--- config.mk ---
export PLATFORM = sky130hd
export DESIGN_NAME = acc_alu8
export DESIGN_NICKNAME = d
export VERILOG_FILES = /design/src/rtl/accalu_pkg.sv /design/src/rtl/accalu_addsub.sv /design/src/rtl/accalu_bitops.sv /design/src/rtl/accalu_decadj.sv /design/src/rtl/acc_alu8.sv
export SDC_FILE = /design/constraint.sdc
export NUM_CORES = 1
export LEC_CHECK = 0
export ABC_AREA = 1
export BUFFER_PORTS_ARGS = -buffer_cell sky130_fd_sc_hd__buf_2
export CAP_MARGIN = 20
export CORE_MARGIN = 2
export CORE_UTILIZATION = 52
export CTS_BUF_LIST = sky130_fd_sc_hd__clkbuf_16
export DETAILED_ROUTE_END_ITERATION = 16
export PLACE_DENSITY = 0.78
export SKIP_LAST_GASP = 1
export SYNTH_ARGS = -nofsm -noshare
export SYNTH_HDL_FRONTEND = slang
export SYNTH_SLANG_ARGS = --single-unit
--- constraint.sdc ---
create_clock -name clk -period 6.85 [get_ports clk]
set_input_delay 0.685 -clock clk [delete_from_list [all_inputs] [get_ports clk]]
set_output_delay 0.685 -clock clk [all_outputs]
set_load 0.02 [all_outputs]
--- src/rtl/accalu_pkg.sv ---
package accalu_pkg;
  typedef enum logic [4:0] {
    OP_ADD = 5'd0,  OP_ADC = 5'd1,  OP_SUB = 5'd2,  OP_SBB = 5'd3,
    OP_AND = 5'd4,  OP_XOR = 5'd5,  OP_OR  = 5'd6,  OP_CMP = 5'd7,
    OP_INC = 5'd8,  OP_DEC = 5'd9,  OP_RLC = 5'd10, OP_RRC = 5'd11,
    OP_RAL = 5'd12, OP_RAR = 5'd13, OP_CMA = 5'd14, OP_CMC = 5'd15,
    OP_STC = 5'd16, OP_DAA = 5'd17, OP_WCY = 5'd18
  } alu_op_e;

  localparam int FLG_C  = 0;
  localparam int FLG_P  = 1;
  localparam int FLG_AC = 2;
  localparam int FLG_Z  = 3;
  localparam int FLG_S  = 4;
  localparam int NFLG   = 5;
endpackage

--- src/rtl/accalu_addsub.sv ---
// Shared adder for add, subtract, increment and decrement.
// Subtraction is add of the inverted operand; carries are returned as borrows.
module accalu_addsub #(
  parameter int DW  = 8,
  parameter int NIB = 4
) (
  input  logic [DW-1:0] x_i,
  input  logic [DW-1:0] y_i,
  input  logic          cin_i,
  input  logic          sub_i,
  output logic [DW-1:0] sum_o,
  output logic          cout_o,
  output logic          hout_o
);
  logic [DW-1:0] ym;
  logic          ci;
  logic [DW:0]   full;
  logic [NIB:0]  half;

  always_comb begin
    ym     = sub_i ? ~y_i : y_i;
    ci     = sub_i ? ~cin_i : cin_i;
    full   = {1'b0, x_i} + {1'b0, ym} + (DW+1)'(ci);
    half   = {1'b0, x_i[NIB-1:0]} + {1'b0, ym[NIB-1:0]} + (NIB+1)'(ci);
    sum_o  = full[DW-1:0];
    cout_o = full[DW] ^ sub_i;
    hout_o = half[NIB] ^ sub_i;
  end
endmodule

--- src/rtl/accalu_bitops.sv ---
// Bitwise operations, rotates and accumulator complement.
module accalu_bitops
  import accalu_pkg::*;
#(
  parameter int DW = 8
) (
  input  logic [4:0]    op_i,
  input  logic [DW-1:0] a_i,
  input  logic [DW-1:0] b_i,
  input  logic          cin_i,
  output logic [DW-1:0] r_o,
  output logic          cy_o
);
  always_comb begin
    r_o  = '0;
    cy_o = 1'b0;
    case (op_i)
      OP_AND: r_o = a_i & b_i;
      OP_XOR: r_o = a_i ^ b_i;
      OP_OR:  r_o = a_i | b_i;
      OP_RLC: begin r_o = {a_i[DW-2:0], a_i[DW-1]}; cy_o = a_i[DW-1]; end
      OP_RRC: begin r_o = {a_i[0], a_i[DW-1:1]};    cy_o = a_i[0];    end
      OP_RAL: begin r_o = {a_i[DW-2:0], cin_i};     cy_o = a_i[DW-1]; end
      OP_RAR: begin r_o = {cin_i, a_i[DW-1:1]};     cy_o = a_i[0];    end
      OP_CMA: r_o = ~a_i;
      default: ;
    endcase
  end
endmodule

--- src/rtl/accalu_decadj.sv ---
// Two-step decimal correction of a byte holding two BCD digits.
module accalu_decadj #(
  parameter int NIB = 4
) (
  input  logic [2*NIB-1:0] a_i,
  input  logic             cy_i,
  input  logic             ac_i,
  output logic [2*NIB-1:0] r_o,
  output logic             cy_o,
  output logic             ac_o
);
  localparam int BW = 2 * NIB;
  localparam logic [BW-1:0] LO_FIX = BW'(6);
  localparam logic [BW-1:0] HI_FIX = BW'(6) << NIB;

  logic          lo_adj, hi_adj;
  logic [BW:0]   step1;
  logic [NIB:0]  lo_sum;

  always_comb begin
    lo_adj = (a_i[NIB-1:0] > NIB'(9)) || ac_i;
    step1  = {1'b0, a_i} + {1'b0, (lo_adj ? LO_FIX : '0)};
    lo_sum = {1'b0, a_i[NIB-1:0]} + {1'b0, (lo_adj ? LO_FIX[NIB-1:0] : '0)};
    hi_adj = (step1[BW-1:NIB] > NIB'(9)) || cy_i || step1[BW];
    r_o    = step1[BW-1:0] + (hi_adj ? HI_FIX : '0);
    cy_o   = hi_adj;
    ac_o   = lo_sum[NIB];
  end
endmodule

--- src/rtl/acc_alu8.sv ---
// Accumulator ALU: operation select, flag generation with per-flag
// enables, and a registered output stage.
module acc_alu8
  import accalu_pkg::*;
#(
  parameter int DW  = 8,
  parameter int OPW = 5
) (
  input  logic           clk,
  input  logic           rst,
  input  logic [OPW-1:0] op_i,
  input  logic [DW-1:0]  acc_i,
  input  logic [DW-1:0]  opnd_i,
  input  logic           cy_i,
  input  logic           ac_i,
  input  logic           wide_cy_i,
  output logic [DW-1:0]  res_o,
  output logic           res_we_o,
  output logic [NFLG-1:0] flags_o,
  output logic [NFLG-1:0] flag_we_o
);
  localparam int NIB = DW / 2;
  localparam logic [NFLG-1:0] ALL_F  = '1;
  localparam logic [NFLG-1:0] ONLY_C = NFLG'(1) << FLG_C;
  localparam logic [NFLG-1:0] NO_C   = ALL_F & ~ONLY_C;

  // adder operand selection
  logic [DW-1:0] as_x, as_y, as_sum;
  logic          as_cin, as_sub, as_cout, as_hout;

  always_comb begin
    as_x   = acc_i;
    as_y   = opnd_i;
    as_cin = 1'b0;
    as_sub = 1'b0;
    case (op_i)
      OP_ADC: as_cin = cy_i;
      OP_SUB, OP_CMP: as_sub = 1'b1;
      OP_SBB: begin as_sub = 1'b1; as_cin = cy_i; end
      OP_INC: begin as_x = opnd_i; as_y = DW'(1); end
      OP_DEC: begin as_x = opnd_i; as_y = DW'(1); as_sub = 1'b1; end
      default: ;
    endcase
  end

  accalu_addsub #(.DW(DW), .NIB(NIB)) u_addsub (
    .x_i(as_x), .y_i(as_y), .cin_i(as_cin), .sub_i(as_sub),
    .sum_o(as_sum), .cout_o(as_cout), .hout_o(as_hout)
  );

  logic [DW-1:0] bo_r;
  logic          bo_cy;
  accalu_bitops #(.DW(DW)) u_bitops (
    .op_i(op_i), .a_i(acc_i), .b_i(opnd_i), .cin_i(cy_i),
    .r_o(bo_r), .cy_o(bo_cy)
  );

  logic [DW-1:0] da_r;
  logic          da_cy, da_ac;
  accalu_decadj #(.NIB(NIB)) u_decadj (
    .a_i(acc_i), .cy_i(cy_i), .ac_i(ac_i),
    .r_o(da_r), .cy_o(da_cy), .ac_o(da_ac)
  );

  // per-operation result, strobe, carry, half-carry and flag mask
  logic [DW-1:0]   nx_res;
  logic            nx_we, nx_cy, nx_ac;
  logic [NFLG-1:0] nx_msk, nx_flg;

  always_comb begin
    nx_res = '0;
    nx_we  = 1'b0;
    nx_cy  = 1'b0;
    nx_ac  = 1'b0;
    nx_msk = '0;
    case (op_i)
      OP_ADD, OP_ADC, OP_SUB, OP_SBB: begin
        nx_res = as_sum; nx_we = 1'b1; nx_cy = as_cout; nx_ac = as_hout;
        nx_msk = ALL_F;
      end
      OP_CMP: begin
        nx_res = as_sum; nx_cy = as_cout; nx_ac = as_hout; nx_msk = ALL_F;
      end
      OP_INC, OP_DEC: begin
        nx_res = as_sum; nx_we = 1'b1; nx_ac = as_hout; nx_msk = NO_C;
      end
      OP_AND, OP_XOR, OP_OR: begin
        nx_res = bo_r; nx_we = 1'b1; nx_msk = ALL_F;
      end
      OP_RLC, OP_RRC, OP_RAL, OP_RAR: begin
        nx_res = bo_r; nx_we = 1'b1; nx_cy = bo_cy; nx_msk = ONLY_C;
      end
      OP_CMA: begin nx_res = bo_r; nx_we = 1'b1; end
      OP_CMC: begin nx_cy = ~cy_i;    nx_msk = ONLY_C; end
      OP_STC: begin nx_cy = 1'b1;     nx_msk = ONLY_C; end
      OP_WCY: begin nx_cy = wide_cy_i; nx_msk = ONLY_C; end
      OP_DAA: begin
        nx_res = da_r; nx_we = 1'b1; nx_cy = da_cy; nx_ac = da_ac;
        nx_msk = ALL_F;
      end
      default: ;
    endcase
    nx_flg         = '0;
    nx_flg[FLG_S]  = nx_res[DW-1];
    nx_flg[FLG_Z]  = (nx_res == '0);
    nx_flg[FLG_AC] = nx_ac;
    nx_flg[FLG_P]  = ~^nx_res;
    nx_flg[FLG_C]  = nx_cy;
    nx_flg         = nx_flg & nx_msk;
  end

  always_ff @(posedge clk) begin
    if (rst) begin
      res_o     <= '0;
      res_we_o  <= 1'b0;
      flags_o   <= '0;
      flag_we_o <= '0;
    end else begin
      res_o     <= nx_res;
      res_we_o  <= nx_we;
      flags_o   <= nx_flg;
      flag_we_o <= nx_msk;
    end
  end


  cmp_no_write_chk: assert property (@(posedge clk) disable iff (rst)
    (!$past(rst) && $past(op_i) == OP_CMP) |-> (!res_we_o && flag_we_o == ALL_F));


  incdec_keep_carry_chk: assert property (@(posedge clk) disable iff (rst)
    (!$past(rst) && ($past(op_i) == OP_INC || $past(op_i) == OP_DEC))
      |-> (!flag_we_o[FLG_C] && !flags_o[FLG_C] && res_we_o));


  logic_clears_carry_chk: assert property (@(posedge clk) disable iff (rst)
    (!$past(rst) && ($past(op_i) == OP_AND || $past(op_i) == OP_XOR ||
                     $past(op_i) == OP_OR))
      |-> (flag_we_o[FLG_C] && !flags_o[FLG_C] && !flags_o[FLG_AC]));


  stc_sets_carry_chk: assert property (@(posedge clk) disable iff (rst)
    (!$past(rst) && $past(op_i) == OP_STC)
      |-> (flags_o[FLG_C] && flag_we_o == ONLY_C && !res_we_o));


  cma_invert_chk: assert property (@(posedge clk) disable iff (rst)
    (!$past(rst) && $past(op_i) == OP_CMA)
      |-> (res_o == ~$past(acc_i) && res_we_o && flag_we_o == '0));


  wide_carry_chk: assert property (@(posedge clk) disable iff (rst)
    (!$past(rst) && $past(op_i) == OP_WCY)
      |-> (flags_o[FLG_C] == $past(wide_cy_i) && flag_we_o == ONLY_C));
endmodule

==> results.json <==
{
  "fin_util": 0.6139,
  "startpoint": "op_i[2]",
  "async_flop_share": 0,
  "tns_ns": 0,
  "hold_viol": 0,
  "synth_ff_type": "dfxtp_1",
  "crit_top_cell": "xnor2_1",
  "cellLeakagePower_nw": 1.504,
  "insertedDiodeCount": 0,
  "ir_drop_mv": 0.1028,
  "crit_required_ns": 6.98,
  "drtIter0Drc": 153,
  "dpl.hpwl_mm": 5.456,
  "cts_sinks": 16,
  "status": "finished clean",
  "pre_cts_ws_ns": 2.394,
  "post_cts_buffers": 0,
  "worstSetupPathType": "primary input to flop",
  "cts_buffers": 3,
  "cts_root_buf": "clkbuf_16",
  "rsz0062_at_grt": "false",
  "viasPerCell": 5.473,
  "crit_fanout": 27,
  "ys_types": 34,
  "cts_resized": 0,
  "fp.dieH_um": 72.06,
  "cp_top_family": "simple AND/OR/NAND/NOR gates",
  "grt_overflow": 0,
  "startpoint_type": "primary input",
  "postSynthCellCount": 391,
  "antenna_found_initial": 0,
  "slew_viol_final": 0,
  "power_density_mw_per_mm2": 154.8,
  "cp_cell_sequence": "buf_2 -> nor2_2 -> nand3_2 -> o21ai_0 -> fa_1 -> inv_1 -> fa_1 -> nand3_1 -> nand2_1 -> xnor2_1 -> o22ai_1 -> nor2_1 -> ha_1 -> xnor2_1 -> xnor2_1 -> nor2_1",
  "numPortBuffers": 44,
  "cts_max_level": 1,
  "maxSlewHeadroom": 0.6399,
  "yosysTopAreaCell": "nand2_1",
  "dr.pass1.iters": 5,
  "final-setup-viol-count": 0,
  "gr-usage-all-layers": 0.2597,
  "rows": 24,
  "path_buf_inv": 2,
  "yosysWarnings": 0,
  "core_area_mm2": 0.004414,
  "via_count": 2627,
  "routed_wl_mm": 6.585,
  "grt_first_pass_wirelength_mm": 10.47,
  "pin_count": 45,
  "finalWorstSetupSlack_ns": 2.785,
  "cp_slowest_stage_delay_ns": 0.64,
  "syn-num-nets": 451,
  "netlist.area_leader.share": 0.1590,
  "grt_max_degree": 28,
  "drive_above_1_share": 0.1846,
  "gp_congestion": 0.9299,
  "holdBufCountCts": 0,
  "synth_seq_cells": 16,
  "die_area_mm2": 0.005192,
  "clockBufferDepth": 2,
  "worstPathArrival_ns": 4.20,
  "synth_area_leaders": "nand2_1 (16%), ha_1 (16%), dfxtp_1 (13%), nor2_1 (7.2%), nand3_1 (6.6%)",
  "worst_hold_path_type": "primary input to flop",
  "critPathCapture": "flags_o[1]",
  "area_growth_pct": 12.52,
  "final.fill_count": 459,
  "period_needed_ns": 4.065,
  "cp.depth": 16,
  "syn_area_mm2": 0.002409,
  "clock.fmax_mhz": 246.0,
  "cts_tree": "done",
  "synth.avg_cell_area_um2": 6.160,
  "fin_crit_sh": 0.5934,
  "synth_edf_count": 0,
  "seq_area_frac_synth": 0.1330,
  "worst_path_max_delay_cell": "o21ai_0",
  "initial_core_util": 0.5456,
  "drv_cap": 0,
  "postRouteAntennaNets": 0,
  "grt_pass1_vias": 2206,
  "fin_nets": 490,
  "avgRoutedWirePerCell_um": 13.72,
  "worst_pin_slew_ns": 0.5345,
  "endpoint_kind": "flop",
  "path_clk_slew_ns": 0.04,
  "drc_errors": 0,
  "die_x_um": 72.06
}
registers in the layout (all words and copies together) (netlist names):
register and count:
flag_we_o 2, flags_o 5, res_o 8, res_we_o 1
how the worst min path moves through the flow:
stage / slack, ns / cells past startpoint / end / from
detailed placement: 1.02 / 2 / res_o[2] / rst
global route: 0.78 / 2 / res_o[6] / rst
global placement: 1.01 / 2 / res_o[2] / rst
CTS: 0.76 / 2 / res_o[2] / rst
floorplan: 0.75 / 1 / flag_we_o[3] / rst
finish: 0.76 / 2 / res_o[2] / rst
report_power, final:
part | switching, mW | leakage (nW) | internal [mW]
clock | 0.0309 | 0.0370 | 0.0761
sequential | 0.00185 | 0.131 | 0.102
combinational | 0.132 | 1.34 | 0.0766
total | 0.165 | 1.50 | 0.255
Yosys cell counts (all sizes together) (3+ instances only):
library cell / n
dfxtp: 16
ha: 30
nand3: 36
nand4: 8
nor2: 53
xnor2: 5
a21oi: 11
xor2: 12
inv: 58
nand2: 104
o22ai: 8
o21ai: 21
clkbuf: 3
buf: 8
fa: 4
stage by stage:
stage                     cells  total power [mW]  hold WS, ns  instance area (um^2)
final                       480            0.4196       0.7629                  2710
after detailed placement    476            0.3110        1.016                  2628
after global placement      476            0.3057        1.013                  2628
after floorplan             391            0.2572       0.7550                  2409
after CTS                   479            0.4196       0.7642                  2703
after global routing        480            0.4506       0.7783                  2710
cells in the final DEF, fill, tap and decap left out, types with 2 or more instances in the layout:
cell,synthesis,final
buf_2,2,44
inv_1,42,42
nor2_1,46,46
nand3_1,32,32
dfxtp_1,16,16
ha_1,30,30
nor2_2,4,4
o22ai_1,8,8
o21ai_0,14,14
xor2_1,12,12
clkbuf_16,0,3
a31oi_1,2,2
a21oi_1,10,10
o211ai_1,2,2
o21ai_1,7,7
a22oi_1,2,2
nand2_2,2,2
fa_1,4,4
nand3_2,4,4
inv_2,16,16
nand4_1,8,8
nor2_4,3,3
nand2_1,102,102
xnor2_1,5,5
logic make-up after synthesis:
| group | after synthesis | synth area share |
|---|---|---|
| buffers and inverters | 69 | 0.1179 |
| AOI/OAI and AO/OA | 50 | 0.1226 |
| DFF | 16 | 0.1330 |
| and+or+nand+nor | 205 | 0.3756 |
| adders and majority gates | 34 | 0.1891 |
| xor gates and xnor gates | 17 | 0.06182 |
metal layers:
metal  wire [um]  GRT usage  vias up  part of all wire
met4         142    0.09853        0             0.022
met2        2960     0.4259      142              0.45
met5           0          0        -                 0
met1        2876     0.3566     1137              0.44
li1            -          -     1333                 -
met3         606    0.01944       15             0.092
final cells by class:
type,count,area [um^2],share of cell area
clock buffer,3,75.07,0.02770
inverter,58,217.7,0.08033
multi-input combinational,306,1804,0.6657
sequential,16,320.3,0.1182
tap,52,65.06,0.02401
timing repair buffer,45,227.7,0.08403
Note: power is estimated with default switching activity, not from simulation.
